--- config.mk ---
export PLATFORM = sky130hd
export DESIGN_NAME = csync_rx
export DESIGN_NICKNAME = d
export VERILOG_FILES = /design/src/rtl/csync_rx_pkg.sv /design/src/rtl/csync_rx_sync.sv /design/src/rtl/csync_rx_deser.sv /design/src/rtl/csync_rx_fifo.sv /design/src/rtl/csync_rx.sv
export SDC_FILE = /design/constraint.sdc
export NUM_CORES = 1
export LEC_CHECK = 0
export ABC_AREA = 1
export BUFFER_PORTS_ARGS = -buffer_cell sky130_fd_sc_hd__buf_2
export CELL_PAD_IN_SITES_DETAIL_PLACEMENT = 1
export CELL_PAD_IN_SITES_GLOBAL_PLACEMENT = 1
export CORE_ASPECT_RATIO = 2
export CORE_MARGIN = 4
export CORE_UTILIZATION = 25
export DETAILED_ROUTE_END_ITERATION = 10
export GPL_TIMING_DRIVEN = 0
export PLACE_DENSITY_LB_ADDON = 0.1
export SYNTH_ARGS = -nofsm -noshare
export SYNTH_HDL_FRONTEND = slang
export SYNTH_SLANG_ARGS = --single-unit
--- constraint.sdc ---
create_clock -name clk -period 2.7 [get_ports clk]
set_input_delay 0.135 -clock clk [delete_from_list [all_inputs] [get_ports clk]]
set_output_delay 0.135 -clock clk [all_outputs]
set_load 0.1 [all_outputs]
--- src/rtl/csync_rx_pkg.sv ---
package csync_rx_pkg;

   typedef enum logic [1:0] {
      REG_CTRL = 2'd0,
      REG_STAT = 2'd1,
      REG_DATA = 2'd2,
      REG_LVL  = 2'd3
   } reg_sel_e;

   // trigger code to byte threshold; the top code tracks the queue depth
   function automatic int unsigned trig_level(input logic [1:0] code, input int unsigned depth);
      case (code)
         2'd0:    return 1;
         2'd1:    return 4;
         2'd2:    return 8;
         default: return depth - 2;
      endcase
   endfunction

endpackage

--- src/rtl/csync_rx_sync.sv ---
module csync_rx_sync #(
   parameter int unsigned STAGES = 2
) (
   input  logic clk,
   input  logic rst_n,
   input  logic sclk_i,
   input  logic sdat_i,
   output logic rise_o,
   output logic bit_o
);
   logic [STAGES-1:0][1:0] st_q;
   logic                   clk_prev_q;

   generate
      if (STAGES == 1) begin : g_single
         always_ff @(posedge clk or negedge rst_n) begin
            if (!rst_n) st_q <= '0;
            else        st_q <= {sdat_i, sclk_i};
         end
      end else begin : g_chain
         always_ff @(posedge clk or negedge rst_n) begin
            if (!rst_n) st_q <= '0;
            else        st_q <= {st_q[STAGES-2:0], {sdat_i, sclk_i}};
         end
      end
   endgenerate

   always_ff @(posedge clk or negedge rst_n) begin
      if (!rst_n) clk_prev_q <= 1'b0;
      else        clk_prev_q <= st_q[STAGES-1][0];
   end

   assign rise_o = st_q[STAGES-1][0] & ~clk_prev_q;
   assign bit_o  = st_q[STAGES-1][1];

   // an edge is reported for one cycle only
   p_rise_single_r1: assert property (@(posedge clk) disable iff (!rst_n)
      rise_o |=> !rise_o);

endmodule

--- src/rtl/csync_rx_deser.sv ---
module csync_rx_deser #(
   parameter int unsigned W = 8
) (
   input  logic         clk,
   input  logic         rst_n,
   input  logic         rise_i,
   input  logic         bit_i,
   input  logic         en_i,
   input  logic         hold_i,
   output logic         byte_v_o,
   output logic [W-1:0] byte_o
);
   localparam int unsigned CW = (W > 2) ? $clog2(W) : 1;
   localparam logic [CW-1:0] LAST = CW'(W - 1);

   logic [CW-1:0] bcnt_q;
   logic [W-1:0]  sh_q;
   logic          take;

   assign take     = rise_i && !hold_i && (en_i || (bcnt_q != '0));
   assign byte_o   = {sh_q[W-2:0], bit_i};
   assign byte_v_o = take && (bcnt_q == LAST);

   always_ff @(posedge clk or negedge rst_n) begin
      if (!rst_n) begin
         bcnt_q <= '0;
         sh_q   <= '0;
      end else if (hold_i) begin
         bcnt_q <= '0;
      end else if (take) begin
         sh_q   <= byte_o;
         bcnt_q <= (bcnt_q == LAST) ? '0 : bcnt_q + 1'b1;
      end
   end

   // a held receiver always restarts on a byte boundary
   p_hold_resync_r9: assert property (@(posedge clk) disable iff (!rst_n)
      hold_i |=> bcnt_q == '0);
   // bit index stays inside the byte
   p_bcnt_range_r1: assert property (@(posedge clk) disable iff (!rst_n)
      bcnt_q <= LAST);

endmodule

--- src/rtl/csync_rx_fifo.sv ---
module csync_rx_fifo #(
   parameter int unsigned W     = 8,
   parameter int unsigned DEPTH = 16
) (
   input  logic                       clk,
   input  logic                       rst_n,
   input  logic                       push_i,
   input  logic [W-1:0]               wdata_i,
   input  logic                       pop_i,
   output logic [W-1:0]               head_o,
   output logic [$clog2(DEPTH):0]     cnt_o,
   output logic                       ovf_o
);
   localparam int unsigned AW = $clog2(DEPTH);
   localparam int unsigned CW = AW + 1;

   logic [W-1:0]  mem_q [DEPTH];
   logic [AW-1:0] wp_q, rp_q;
   logic [CW-1:0] cnt_q;
   logic          full, empty, pop_ok, push_ok;

   assign full    = (cnt_q == CW'(DEPTH));
   assign empty   = (cnt_q == '0);
   assign pop_ok  = pop_i && !empty;
   assign push_ok = push_i && (!full || pop_ok);
   assign ovf_o   = push_i && full && !pop_ok;
   assign head_o  = empty ? '0 : mem_q[rp_q];
   assign cnt_o   = cnt_q;

   always_ff @(posedge clk) begin
      if (push_ok) mem_q[wp_q] <= wdata_i;
   end

   always_ff @(posedge clk or negedge rst_n) begin
      if (!rst_n) begin
         wp_q  <= '0;
         rp_q  <= '0;
         cnt_q <= '0;
      end else begin
         if (push_ok) wp_q <= wp_q + 1'b1;
         if (pop_ok)  rp_q <= rp_q + 1'b1;
         if (push_ok && !pop_ok)      cnt_q <= cnt_q + 1'b1;
         else if (pop_ok && !push_ok) cnt_q <= cnt_q - 1'b1;
      end
   end

   // occupancy bound
   p_no_overflow_r12: assert property (@(posedge clk) disable iff (!rst_n)
      cnt_q <= CW'(DEPTH));
   // a rejected byte leaves the occupancy untouched
   p_drop_keeps_cnt_r8: assert property (@(posedge clk) disable iff (!rst_n)
      ovf_o |=> cnt_q == $past(cnt_q));

endmodule

--- src/rtl/csync_rx.sv ---
module csync_rx
   import csync_rx_pkg::*;
#(
   parameter int unsigned DATA_W      = 8,
   parameter int unsigned DEPTH       = 16,
   parameter int unsigned SYNC_STAGES = 2
) (
   input  logic              clk,
   input  logic              rst_n,
   input  logic              sclk_i,
   input  logic              sdat_i,
   input  logic [1:0]        reg_addr_i,
   input  logic              reg_wr_i,
   input  logic              reg_rd_i,
   input  logic [DATA_W-1:0] reg_wdata_i,
   output logic [DATA_W-1:0] reg_rdata_o,
   input  logic              dma_ack_i,
   output logic [DATA_W-1:0] dma_data_o,
   output logic              irq_o
);
   localparam int unsigned CNT_W = $clog2(DEPTH) + 1;

   generate
      if (DEPTH < 16 || (DEPTH & (DEPTH - 1)) != 0) begin : g_bad_depth
         $error("csync_rx: DEPTH must be a power of two of at least 16");
      end
      if (DATA_W < 3 || DATA_W < CNT_W) begin : g_bad_width
         $error("csync_rx: DATA_W too narrow for the register fields");
      end
      if (SYNC_STAGES < 1) begin : g_bad_sync
         $error("csync_rx: SYNC_STAGES must be at least 1");
      end
   endgenerate

   logic              rx_en_q, rdf_q, armed_q, ovr_q, irq_q;
   logic [1:0]        tsel_q;
   logic              rise, sbit, byte_v, ovf;
   logic [DATA_W-1:0] byte_w, head;
   logic [CNT_W-1:0]  cnt, trig;
   logic              wr_ctrl, wr_stat, rd_stat, pop, rdf_clr, rdf_d;
   logic              unused_ok;

   assign unused_ok = ^reg_wdata_i;

   csync_rx_sync #(.STAGES(SYNC_STAGES)) u_sync (
      .clk(clk), .rst_n(rst_n), .sclk_i(sclk_i), .sdat_i(sdat_i),
      .rise_o(rise), .bit_o(sbit));

   csync_rx_deser #(.W(DATA_W)) u_deser (
      .clk(clk), .rst_n(rst_n), .rise_i(rise), .bit_i(sbit),
      .en_i(rx_en_q), .hold_i(ovr_q), .byte_v_o(byte_v), .byte_o(byte_w));

   csync_rx_fifo #(.W(DATA_W), .DEPTH(DEPTH)) u_fifo (
      .clk(clk), .rst_n(rst_n), .push_i(byte_v), .wdata_i(byte_w),
      .pop_i(pop), .head_o(head), .cnt_o(cnt), .ovf_o(ovf));

   assign wr_ctrl = reg_wr_i && (reg_addr_i == REG_CTRL);
   assign wr_stat = reg_wr_i && (reg_addr_i == REG_STAT);
   assign rd_stat = reg_rd_i && (reg_addr_i == REG_STAT);
   assign pop     = (reg_rd_i && (reg_addr_i == REG_DATA)) || dma_ack_i;
   assign trig    = CNT_W'(trig_level(tsel_q, DEPTH));
   assign rdf_clr = dma_ack_i || (wr_stat && !reg_wdata_i[0] && armed_q);
   assign rdf_d   = rdf_clr ? 1'b0 : (rdf_q | (cnt >= trig));

   always_ff @(posedge clk or negedge rst_n) begin
      if (!rst_n) begin
         rx_en_q <= 1'b0;
         tsel_q  <= 2'd0;
         rdf_q   <= 1'b0;
         armed_q <= 1'b0;
         ovr_q   <= 1'b0;
         irq_q   <= 1'b0;
      end else begin
         if (wr_ctrl) begin
            rx_en_q <= reg_wdata_i[0];
            tsel_q  <= reg_wdata_i[2:1];
         end
         rdf_q <= rdf_d;
         irq_q <= rdf_d & ~rdf_q;
         if (rdf_clr)               armed_q <= 1'b0;
         else if (rd_stat && rdf_q) armed_q <= 1'b1;
         if (ovf)                              ovr_q <= 1'b1;
         else if (wr_stat && !reg_wdata_i[1])  ovr_q <= 1'b0;
      end
   end

   always_comb begin
      reg_rdata_o = '0;
      case (reg_sel_e'(reg_addr_i))
         REG_CTRL: begin
            reg_rdata_o[0]   = rx_en_q;
            reg_rdata_o[2:1] = tsel_q;
         end
         REG_STAT: begin
            reg_rdata_o[0] = rdf_q;
            reg_rdata_o[1] = ovr_q;
         end
         REG_DATA: reg_rdata_o = head;
         default:  reg_rdata_o[CNT_W-1:0] = cnt;
      endcase
   end

   assign dma_data_o = head;
   assign irq_o      = irq_q;

   // the request pulse marks the first cycle of a raised flag
   p_irq_edge_r4: assert property (@(posedge clk) disable iff (!rst_n)
      irq_o |-> (rdf_q && !$past(rdf_q)));
   // the flag only rises after the threshold was met
   p_rdf_set_r3: assert property (@(posedge clk) disable iff (!rst_n)
      $rose(rdf_q) |-> $past(cnt >= trig));
   // the flag only falls on a status write of 0 or a DMA read
   p_rdf_clr_r5: assert property (@(posedge clk) disable iff (!rst_n)
      $fell(rdf_q) |-> $past(dma_ack_i || (wr_stat && !reg_wdata_i[0])));
   // no byte enters while overrun is pending
   p_ovr_freeze_r9: assert property (@(posedge clk) disable iff (!rst_n)
      ovr_q |=> cnt <= $past(cnt));

endmodule

# Yosys cells after proc, flatten, opt, wreduce, memory -nomap -nowiden
# Memories as Yosys holds them, arrays and structs flattened.
# Cells that the tools add are included.
# op_classes
add_sub_neg	5
magnitude_cmp	1
eq_ne	6
muxes	18
n_bitwise	6
n_reduce_logical	38
# ops
op	count
$logic_and 1x1->1	17
$mux 3	4
$pmux 4 s3	1
$mux 5	2
$add 4x1->4 const B	2
$mux 8	1
$reduce_bool 2->1	4
$logic_not 1->1	7
$mux 1	7
$pmux 2 s3	1
$add 5x1->5 const B	1
$eq 5x5->1 const B	1
$ge 5x5->1	1
$logic_not 5->1	1
$sub 5x1->5 const B	1
$eq 2x1->1 const B	2
$eq 2x2->1 const B	2
$logic_not 2->1	2
$logic_or 1x1->1	4
$pmux 2 s2	1
$add 3x1->3 const B	1
$eq 3x3->1 const B	1
$not 1->1	3
$pmux 1 s3	1
other kinds (5)	6
# totals
register_bits	35
mem_bits_rw	128
inputBits	17
output_inout_bits	17
word_cells	89
memories	1
# mem_list
memory	words	width	read_ports	rd_clocked_by_memory_dff	wr	line_no	rtl
u_fifo.mem_q	16	8	1	0	1	csync_rx_fifo.sv:17	logic [W-1:0] mem_q [DEPTH];

# Longest topological paths before layout
# Gate-level depths: netlist of run 1.
# depth
word_depth	10
mapped_depth	18
mapped_depth_nobuf	18

# Cells and area by module
# Synthesis of run 1 repeated with hierarchy kept, for this count alone.
# unflattened
hier_cells	674
area_unflattened_um2	7218.2
# by_module_without_submodules
module	n_inst	cells_each	area_each_um2	seq_area_each_um2
csync_rx_fifo	1	529	6019.5	4169.0
csync_rx	1	81	556.8	175.2
csync_rx_deser	1	57	506.7	250.2
csync_rx_sync	1	7	135.1	125.1

# Least setup slack after synthesis of run 1
# No wires, ideal clock.
# synth_timing
kind	flip-flop to output port
startpoint	register u_fifo.rp_q[0]
endpoint	output port reg_rdata_o[5]
arrival_time_ns	2.816
t_required_ns	2.565
path_slack_ns	-0.251
stages_incl_launch_ff	11
path_buffers	2
path_cell_list	dfrtp_1 -> inv_2 -> buf_4 -> buf_4 -> nand2_1 -> nand3_1 -> nand3_1 -> nand2_1 -> nand2_1 -> a21oi_2 -> and2_1
# synth_between
elab_chain_len	3
# synth_rtl
item	line_no	rtl
start: declaration	csync_rx_fifo.sv:18	logic [AW-1:0] wp_q, rp_q;
start signal: assignment	csync_rx_fifo.sv:41	if (pop_ok) rp_q <= rp_q + 1'b1;
$mem_v2 16x8	-	
$mux 8	csync_rx_fifo.sv:27	assign head_o = empty ? '0 : mem_q[rp_q];
via dma_data_o[5]	csync_rx.sv:18	output logic [DATA_W-1:0] dma_data_o,
$mux 3	csync_rx.sv:89	case (reg_sel_e'(reg_addr_i))
end: declaration	csync_rx.sv:16	output logic [DATA_W-1:0] reg_rdata_o,
# The timed path passes the listed nets, and every way through them passes these cells.

# Final worst setup path of run 1
# layout_timing
startpoint	register u_fifo.rp_q[0]
endpoint	output port reg_rdata_o[1]
# layout_between
elab_chain_len	3
# layout_rtl
item	line_no
$mem_v2 16x8	-
$mux 8	csync_rx_fifo.sv:27
$pmux 2 s3	csync_rx.sv:89
# No other way between the ends.

==> results of run 1 <==
## area by class of cell
cell class | count | area (sq um)
Clock buffer | 19 | 432.9
Sequential cell | 163 | 4725
Fill cell | 3177 | 19360
Timing Repair Buffer | 55 | 485.5
Multi-Input combinational cell | 436 | 2305
Inverter | 46 | 182.7
Clock inverter | 13 | 161.4
Tap cell | 356 | 445.4
Buffer | 28 | 206.4
## cells in the final DEF (no fill, tap or decap), drive strengths merged, types with 2 or more instances in the layout
cell	count
nand2	231
edfxtp	128
nand3	106
buf	66
inv	42
dfrtp	35
clkbuf	29
nor3	17
a21oi	17
ha	16
nor2	16
o21ai	13
clkinv	8
dlygate4sd3	7
clkinvlp	6
xor2	5
and2	3
bufinv	3
o22ai	2
xnor2	2
## where the power goes
group	total, uW	internal, uW	switching [uW]	leakage [uW]
clock network	2470	1450	1020	0.000279
registers	3470	3090	377	0.00160
logic	4770	1300	3470	0.00164
## timing repair
action | CTS | global route
hold buffers | 7 | 0
buffers inserted | 7 | 0
pin swaps | 5 | 4
endpoints found under the hold margin | 41 | 0
gates resized for setup | 24 | 34
setup endpoints to repair | 18 | 16
## worst max-delay path by stage
stage	cells after the start	slack, ns	from	to
floorplan	9	0.009	u_fifo.rp_q[0]$_DFFE_PN0N_	dma_data_o[0]
global placement	10	-0.70	reg_addr_i[1]	u_fifo.mem_q[14][1]$_DFFE_PP_
detailed placement	15	-0.34	u_fifo.cnt_o[1]$_DFFE_PN0P_	u_fifo.cnt_o[4]$_DFFE_PN0P_
CTS	11	0.006	u_fifo.rp_q[0]$_DFFE_PN0N_	reg_rdata_o[7]
global route	12	-0.008	u_fifo.rp_q[0]$_DFFE_PN0N_	reg_rdata_o[1]
finish	12	0.14	u_fifo.rp_q[0]$_DFFE_PN0N_	reg_rdata_o[1]
## cells by family after synthesis
family | synth area share [%]
buf+inv | 4.972
simple gates | 22.73
xor+xnor | 0.8489
flops | 65.35
fa+ha+maj | 3.049
mux | 0.1559
compound gates | 2.893
## routing by layer
layer	vias to the layer above	part of all wire (%)	track usage [%]	wire length, microns
met5	-	0	0	0
met4	0	4.0	7.250	950
met3	37	1.8	2.339	418
met2	81	60	31.18	14010
met1	2589	35	15.22	8106
li1	2419	-	-	-
## state kept, by name, summed over array words and instances, names as in the netlist, 2 cells and up
signal / count
u_fifo.mem_q: 128
u_deser.sh_q: 7
u_fifo.cnt_o: 5
u_fifo.rp_q: 4
u_fifo.wp_q: 4
u_deser.bcnt_q: 3
u_sync.st_q: 3
tsel_q: 2
## stage by stage
step	hold slack [ns]	utilization (%)
after global placement	0.2426	27.77
after floorplan	-0.1606	-
final	0.006225	31.60
after detailed placement	0.2451	28.55
after global routing	0.05410	31.60
after CTS	0.001234	31.31
## worst max-delay path, stage by stage, from the launching register on
cell and delay (ns):
dfrtp_2 0.44, inv_2 0.06, buf_4 0.17, buf_4 0.21, nand2_1 0.07, nand3_1 0.15
nand3_1 0.11, nand2_1 0.08, nand2_1 0.06, nand2_1 0.09, nand3_1 0.13, a21oi_2 0.19
buf_8 0.21
==> impl_metrics.yaml, run 1 <==
timing:
  finalSetupViolCount: 0
  period_share_pct: 94.67
  final_max_slew_viol_count: 0
  finalHoldViolations: 0
  finClkSkew_ns: 0.01377
  rsz0062_at_grt: "true"
  slew_headroom_pct: 34.17
  worst_pin_slew_ns: 0.9821
  period_needed_ns: 2.556
  totalNegativeSetupSlack_ns: 0
  layout_setup_ws_ns: 0.1440
  max_freq_ghz: 0.3912
grt:
  grt_use_total_pct: 15.62
  grt_pass1_wl_microns: 35410
  overflow: 0
  antenna_found_initial: 0
  grt_pass1_vias: 5670
  grt_max_degree: 36
clocking:
  clk_pin_slew_ns: 0.07
  cts.htree.levels: 4
  clock_sinks: 163
  cts_tree: "yes"
  insertion_delay_ns: 0.44
  cts-root-buf: "clkbuf_16"
  clockBufferDepth: 2
  cts_buffers: 17
die:
  start_util_pct: 25.52
  fp.coreArea_sq_um: 28300
  fp-row-count: 87
  die_area_sq_um: 31840
  io_pins: 34
  die_x_microns: 128.2
  die_y_microns: 248.4
yosys:
  syn_inst: 673
  synth_cell_type_count: 36
  yosys-top-cells-area: "edfxtp_1 (53%), dfrtp_1 (12%), nand2_1 (12%), nand3_1 (7.3%), ha_1 (2.8%)"
  yosysWarnings: 0
  synth_edf_count: 128
  yosys.area.top_type: "edfxtp_1"
  syn_area_per_cell_sq_um: 10.73
  synth_top_area_share_pct: 53.22
  syn_nets: 707
  syn-cell-area_sq_um: 7222
  synth-async-reset-ratio_pct: 21.47
  synth.top_cells.by_count: "nand2_1 (223), edfxtp_1 (128), nand3_1 (106)"
  synth_seq_cells: 163
  synthMostInstantiatedCell: "nand2_1"
  ys_seq_area_share_pct: 65.35
  synth_flop_cell: "edfxtp_1"
power:
  ir_worst_vdd_uv: 1235
  total_power_uw: 10710
  p_leak_uw: 0.003518
  pwr_density_cell_nw_per_um2: 1198
final_layout:
  syn2layout_area_growth_pct: 23.84
  final_nets: 781
  postLayoutCellArea_sq_um: 8944
  antenna_cells: 0
  final_cells: 1116
  drive_gt1_share_pct: 20.79
setup_path:
  worstPathMaxFanout: 10
  start_kind: "flip-flop"
  critPathKind: "flip-flop to primary output"
  r2r_cells: 15
  critical_path_required_ns: 2.57
  endpoint_kind: "primary output"
  crit_arrival_ns: 2.42
  timing.rr.start: "u_fifo.cnt_o[1]$_DFFE_PN0P_"
  reg2reg_slack_ns: 0.15
  r2r-end: "u_fifo.cnt_o[4]$_DFFE_PN0P_"
drt:
  routed_wl_microns: 23490
  routedWlPerCell_microns: 21.04
  drt_iter0_markers: 178
  drc: 0
  ant_nets: 0
  vias: 5126
  dr.pass1.iters: 4
  avgViaCountPerCell: 4.593
job:
  maxCapViolations: 0
status:
  outcome: "finished clean"
placement:
  numPortBuffers: 28
  dpl.cell_count: 1070
  hpwl_microns: 17750
  preCtsSetupSlack_ns: -0.3440
  routabilityCongestion: 0.7643
  place_area_sq_um: 8079
min_path:
  min_path_cells: 4
  worstHoldStart: "dma_ack_i"
  min_path_type: "primary input to flip-flop"
  min_to: "armed_q$_DFFE_PN0P_"
(Power assumes the default switching activity.)
==> run 2, diff against run 1 <==
--- a/config.mk
+++ b/config.mk
@@ -17,4 +17,5 @@
 export PLACE_DENSITY_LB_ADDON = 0.1
 export SYNTH_ARGS = -nofsm -noshare
 export SYNTH_HDL_FRONTEND = slang
+export SYNTH_HIERARCHICAL = 1
 export SYNTH_SLANG_ARGS = --single-unit
==> impl_metrics.yaml, run 2 <==
clocking:
  cts_tree: "yes"
  clockBufferDepth: 2
  clock_sinks: 163
  insertion_delay_ns: 0.43
  clk_pin_slew_ns: 0.07
  cts-root-buf: "clkbuf_16"
  cts.htree.levels: 4
  cts_buffers: 17
final_layout:
  final_common_cell: "nand2_1"
  drive_gt1_share_pct: 18.57
  syn2layout_area_growth_pct: 21.94
  final_core_util_pct: 31.10
  postLayoutCellArea_sq_um: 8802
  layout_common_cells: "nand2_1 (218), edfxtp_1 (128), nand3_1 (117)"
  registers.top_by_ff_count: "u_fifo/mem_q"
  antenna_cells: 0
  largest_reg_flops: 128
  final_nets: 764
yosys:
  synth.top_cells.by_count: "nand2_1 (222), edfxtp_1 (128), nand3_1 (118)"
  synthMostInstantiatedCell: "nand2_1"
  syn_nets: 708
  synth_top_area_share_pct: 53.25
  synth_flop_cell: "edfxtp_1"
  yosys-top-cells-area: "edfxtp_1 (53%), dfrtp_1 (12%), nand2_1 (12%), nand3_1 (8.2%), ha_1 (2.8%)"
  synth_edf_count: 128
  yosys.area.top_type: "edfxtp_1"
  syn_area_per_cell_sq_um: 10.71
  ys_seq_area_share_pct: 65.38
  syn-cell-area_sq_um: 7218
  synth_seq_cells: 163
  yosysWarnings: 6
  syn_inst: 674
  synth-async-reset-ratio_pct: 21.47
  synth_cell_type_count: 31
timing:
  rsz0062_at_grt: "true"
  max_freq_ghz: 0.3878
  finClkSkew_ns: 0.009405
  timing.hold.ws_ns: 0.05133
  worst_pin_slew_ns: 0.9124
  slew_headroom_pct: 38.95
  period_needed_ns: 2.579
  period_share_pct: 95.51
  finalSetupViolCount: 0
  totalNegativeSetupSlack_ns: 0
  finalHoldViolations: 0
  final_max_slew_viol_count: 0
  layout_setup_ws_ns: 0.1213
die:
  die_y_microns: 248.3
  io_pins: 34
  fp-row-count: 87
  start_util_pct: 25.50
  die_x_microns: 128.2
  fp.coreArea_sq_um: 28300
  die_area_sq_um: 31820
min_path:
  min_path_type: "primary input to flip-flop"
  min_to: "tsel_q[1]$_DFFE_PN0P_"
  min_path_cells: 3
  worstHoldStart: "reg_wr_i"
grt:
  grt_max_degree: 36
  grt_use_total_pct: 15.47
  overflow: 0
  grt_pass1_vias: 5585
  grt_pass1_wl_microns: 34990
  antenna_found_initial: 0
setup_path:
  start_kind: "flip-flop"
  worstPathMaxFanout: 10
  critical_path_required_ns: 2.57
  reg2reg_slack_ns: 0.18
  r2r-end: "u_fifo/cnt_o[4]$_DFFE_PN0P_"
  endpoint_kind: "primary output"
  r2r_cells: 16
  critPathMaxStageDelay_ns: 0.38
  crit_arrival_ns: 2.44
  timing.rr.start: "u_deser/bcnt_q[0]$_DFFE_PN0P_"
  crit_top_cell: "nand2_1"
  critPathKind: "flip-flop to primary output"
  crit_chain: "buf_4, inv_2, buf_2, nand3_1, nand3_1, nand2_1, nand2_1, a21oi_4, nand2_1, o2111ai_2, buf_12"
  crit_path_top_delay_cell: "dfrtp_1"
power:
  ir_worst_vdd_uv: 1502
  pwr_density_cell_nw_per_um2: 1260
  p_leak_uw: 0.003515
placement:
  hpwl_microns: 17160
  place_area_sq_um: 7924
  preCtsSetupSlack_ns: -0.2312
  routabilityCongestion: 0.7996
  numPortBuffers: 28
drt:
  routed_wl_microns: 23030
  avgViaCountPerCell: 4.510
  ant_nets: 0
  drt_iter0_markers: 212
  vias: 4956
  routedWlPerCell_microns: 20.95
  dr.pass1.iters: 4
  drc: 0
status:
  outcome: "finished clean"
job:
  maxCapViolations: 0
## run 2: changes by cell type after synthesis, sizes merged, moves of 4 or more
cell,change
nor3,-16
nand3,+14
nor2,+23
xor2,+4
a21oi,-5
o21ai,-10
## run 2: repair_timing
action | in CTS | in global routing
hold endpoints to repair | 43 | 0
gates resized for setup | 38 | 20
setup buffers | 1 | 1
hold buffers | 7 | 0
setup endpoints to repair | 113 | 94
pin swaps | 1 | 1
## run 2: routing by layer
metal / GRT usage [%] / vias to the layer above / wire length [microns]
li1: - / 2397 / -
met1: 14.83 / 2475 / 8004
met2: 32.03 / 67 / 14210
met3: 2.597 / 17 / 404
met4: 5.188 / 0 / 409
met5: 0 / - / 0
## run 2: area by class of cell
cell class	count	area (sq um)
tap	356	445.4
buffer	28	236.5
multi-input combinational	440	2292
fill	3159	19500
timing repair buffer	37	326.6
clock buffer	25	556.8
inverter	43	166.4
clock inverter	7	57.56
sequential	163	4721
## run 2: kinds of logic (layout without fill, tap and decap cells)
family	Yosys count	count (layout)	share of synthesized area, %
and+or+nand+nor	391	391	23.47
DFF	163	163	65.38
buffers and inverters	71	140	5.062
xor gates and xnor gates	10	10	1.213
AOI/OAI and AO/OA	22	22	1.820
adders and majority gates	17	17	3.051
## run 2: worst max-delay path: cells and delay by family (launching register included)
family / cells / cell delay (ns)
AOI/OAI and AO/OA: 2 / 0.22
buffers and inverters: 4 / 0.79
DFF: 1 / 0.38
and+or+nand+nor: 5 / 0.61
## run 2: worst max-delay path by stage
stage | from | to | slack (ns) | depth (start not counted)
6_report | u_fifo/rp_q[1]$_DFFE_PN0N_ | reg_rdata_o[1] | 0.12 | 11
3_3_place_gp | u_fifo/cnt_o[1]$_DFFE_PN0P_ | u_fifo/cnt_o[4]$_DFFE_PN0P_ | -0.19 | 14
2_1_floorplan | u_fifo/rp_q[0]$_DFFE_PN0N_ | reg_rdata_o[5] | -0.02 | 11
4_1_cts | u_fifo/rp_q[0]$_DFFE_PN0N_ | reg_rdata_o[0] | -0.02 | 12
3_5_place_dp | u_fifo/cnt_o[1]$_DFFE_PN0P_ | u_fifo/cnt_o[4]$_DFFE_PN0P_ | -0.23 | 14
5_1_grt | u_deser/bcnt_q[0]$_DFFE_PN0P_ | u_fifo/cnt_o[4]$_DFFE_PN0P_ | -0.01 | 16
## run 2: metrics by stage
| stage | cells | power, uW |
|---|---|---|
| 2_1_floorplan | 674 | 6903 |
| 3_3_place_gp | 1058 | 8438 |
| 3_5_place_dp | 1058 | 8507 |
| 4_1_cts | 1098 | 11220 |
| 5_1_grt | 1099 | 11740 |
| 6_report | 1099 | 11090 |
## run 2: power breakdown
part           leakage (uW)  total, uW  internal (uW)  switching, uW
registers           0.00157       3530           3070            459
logic               0.00164       5110           1430           3680
clock network      0.000306       2460           1450           1010
==> run 3, diff against run 2 <==
--- a/config.mk
+++ b/config.mk
@@ -11,7 +11,7 @@
 export CELL_PAD_IN_SITES_GLOBAL_PLACEMENT = 1
 export CORE_ASPECT_RATIO = 2
 export CORE_MARGIN = 4
-export CORE_UTILIZATION = 25
+export CORE_UTILIZATION = 40
 export DETAILED_ROUTE_END_ITERATION = 10
 export GPL_TIMING_DRIVEN = 0
 export PLACE_DENSITY_LB_ADDON = 0.1
==> impl_metrics.yaml, run 3 (same netlist as run 2, synthesis figures left out) <==
timing:
  timing.hold.ws_ns: 0.07186
  finalSetupViolCount: 0
  period_share_pct: 96.61
  rsz0062_at_grt: "false"
  final_max_slew_viol_count: 0
  finClkSkew_ns: 0.008424
  slew_headroom_pct: 33.89
  max_freq_ghz: 0.3834
  worst_pin_slew_ns: 0.9880
  layout_setup_ws_ns: 0.09143
  period_needed_ns: 2.609
  finalHoldViolations: 0
die:
  die_area_sq_um: 20390
  fp-row-count: 69
  io_pins: 34
  die_x_microns: 103.0
  start_util_pct: 40.59
  die_y_microns: 198.0
  fp.coreArea_sq_um: 17780
clocking:
  cts-root-buf: "clkbuf_16"
  cts.htree.levels: 4
  insertion_delay_ns: 0.43
  clock_sinks: 163
  clockBufferDepth: 2
  clk_pin_slew_ns: 0.06
  cts_buffers: 17
  cts_tree: "yes"
final_layout:
  largest_reg_flops: 128
  final_common_cell: "nand2_1"
  antenna_cells: 0
  syn2layout_area_growth_pct: 18.95
  layout_common_cells: "nand2_1 (219), edfxtp_1 (128), nand3_1 (118)"
  registers.top_by_ff_count: "u_fifo/mem_q"
  fillers: 1943
  final_nets: 766
  drive_gt1_share_pct: 18.26
status:
  outcome: "finished clean"
drt:
  avgViaCountPerCell: 5.351
  drt_iter0_markers: 167
  vias: 5126
  routedWlPerCell_microns: 21.57
  drc: 0
  dr.pass1.iters: 4
  ant_nets: 0
  routed_wl_microns: 20660
min_path:
  min_path_type: "primary input to flip-flop"
  worstHoldStart: "reg_wr_i"
  min_to: "tsel_q[1]$_DFFE_PN0P_"
  min_path_cells: 3
setup_path:
  crit_arrival_ns: 2.47
  r2r-end: "u_fifo/mem_q[9][7]$_DFFE_PP_"
  start_kind: "flip-flop"
  critPathKind: "flip-flop to primary output"
  reg2reg_slack_ns: 0.20
  critical_path_required_ns: 2.57
  endpoint_kind: "primary output"
  r2r_cells: 9
  worstPathMaxFanout: 10
  timing.rr.start: "u_deser/bcnt_q[0]$_DFFE_PN0P_"
grt:
  grt_max_degree: 36
  grt_pass1_wl_microns: 31980
  antenna_found_initial: 0
  grt_pass1_vias: 5667
  grt_use_total_pct: 21.72
  overflow: 0
power:
  p_leak_uw: 0.003496
  ir_worst_vdd_uv: 1057
  pwr_density_cell_nw_per_um2: 1277
placement:
  hpwl_microns: 14990
  numPortBuffers: 28
  routabilityCongestion: 0.8980
  preCtsSetupSlack_ns: -0.1825
job:
  maxCapViolations: 0
## run 3: cell count changes in the layout (fill, tap and decap cells not counted), sizes merged
cell / delta
buf: +3
bufinv: +4
clkbuf: -8
clkinvlp: +3
## run 3: area by class of cell
type	count	area, sq um	share of cell area [%]
Tap cell	213	266.5	3.104
Buffer	28	226.5	2.638
Timing Repair Buffer	39	307.8	3.585
Clock buffer	18	429.2	4.999
Multi-Input combinational cell	440	2282	26.58
Inverter	43	166.4	1.938
Clock inverter	14	185.2	2.157
Sequential cell	163	4722	55.00
## run 3: worst max-delay path, stage by stage, from the launching register on
cell and delay, ns:
dfrtp_2 0.44, inv_2 0.07, buf_6 0.16, buf_6 0.18
nand2_1 0.08, nand3_1 0.08, nand3_1 0.10, nand2_1 0.17
nand2_1 0.12, a21oi_4 0.19, buf_2 0.45
## run 3: stage by stage
stage,utilization (%),instances,setup TNS (ns),cell area (sq um),power [uW]
after floorplan,-,674,-0.02487,7338,6903
after global placement,43.55,915,-0.06959,7745,8182
after detailed placement,43.55,915,-0.9961,7745,8318
after CTS,47.84,955,0,8508,10980
after global routing,48.28,958,0,8586,11520
final,48.28,958,0,8586,10960
## run 3: timing repair
action                                  CTS  global route
gates resized for setup                  23            20
endpoints found under the setup margin   38            38
buffers inserted                          1             3
pin swaps                                 1             2
endpoints found under the hold margin    43             0
hold buffers                              7             0
## run 3: worst max-delay path by stage
stage | start | to | slack (ns) | depth (start not counted)
finish | u_fifo/rp_q[0]$_DFFE_PN0N_ | dma_data_o[2] | 0.09 | 10
global route | u_fifo/rp_q[0]$_DFFE_PN0N_ | dma_data_o[2] | 0.003 | 10
CTS | u_fifo/rp_q[0]$_DFFE_PN0N_ | reg_rdata_o[0] | 0.01 | 12
detailed placement | u_fifo/cnt_o[1]$_DFFE_PN0P_ | u_fifo/cnt_o[4]$_DFFE_PN0P_ | -0.18 | 14
global placement | u_fifo/cnt_o[1]$_DFFE_PN0P_ | u_fifo/cnt_o[4]$_DFFE_PN0P_ | -0.07 | 14
floorplan | u_fifo/rp_q[0]$_DFFE_PN0N_ | reg_rdata_o[5] | -0.02 | 11
## run 3: report_power, final
group | leakage, uW | internal (uW) | switching [uW]
Sequential | 0.00157 | 3070 | 421
Combinational | 0.00163 | 1350 | 3610
Clock | 0.000294 | 1540 | 976
Total | 0.00350 | 5960 | 5010
## run 3: layer usage
| layer | global-route usage, % | share of wire (%) | vias up |
|---|---|---|---|
| met2 | 41.82 | 59 | 112 |
| li1 | - | - | 2392 |
| met3 | 3.244 | 3.1 | 35 |
| met4 | 9.606 | 3.1 | 0 |
| met1 | 22.12 | 35 | 2587 |
| met5 | 0 | 0 | - |
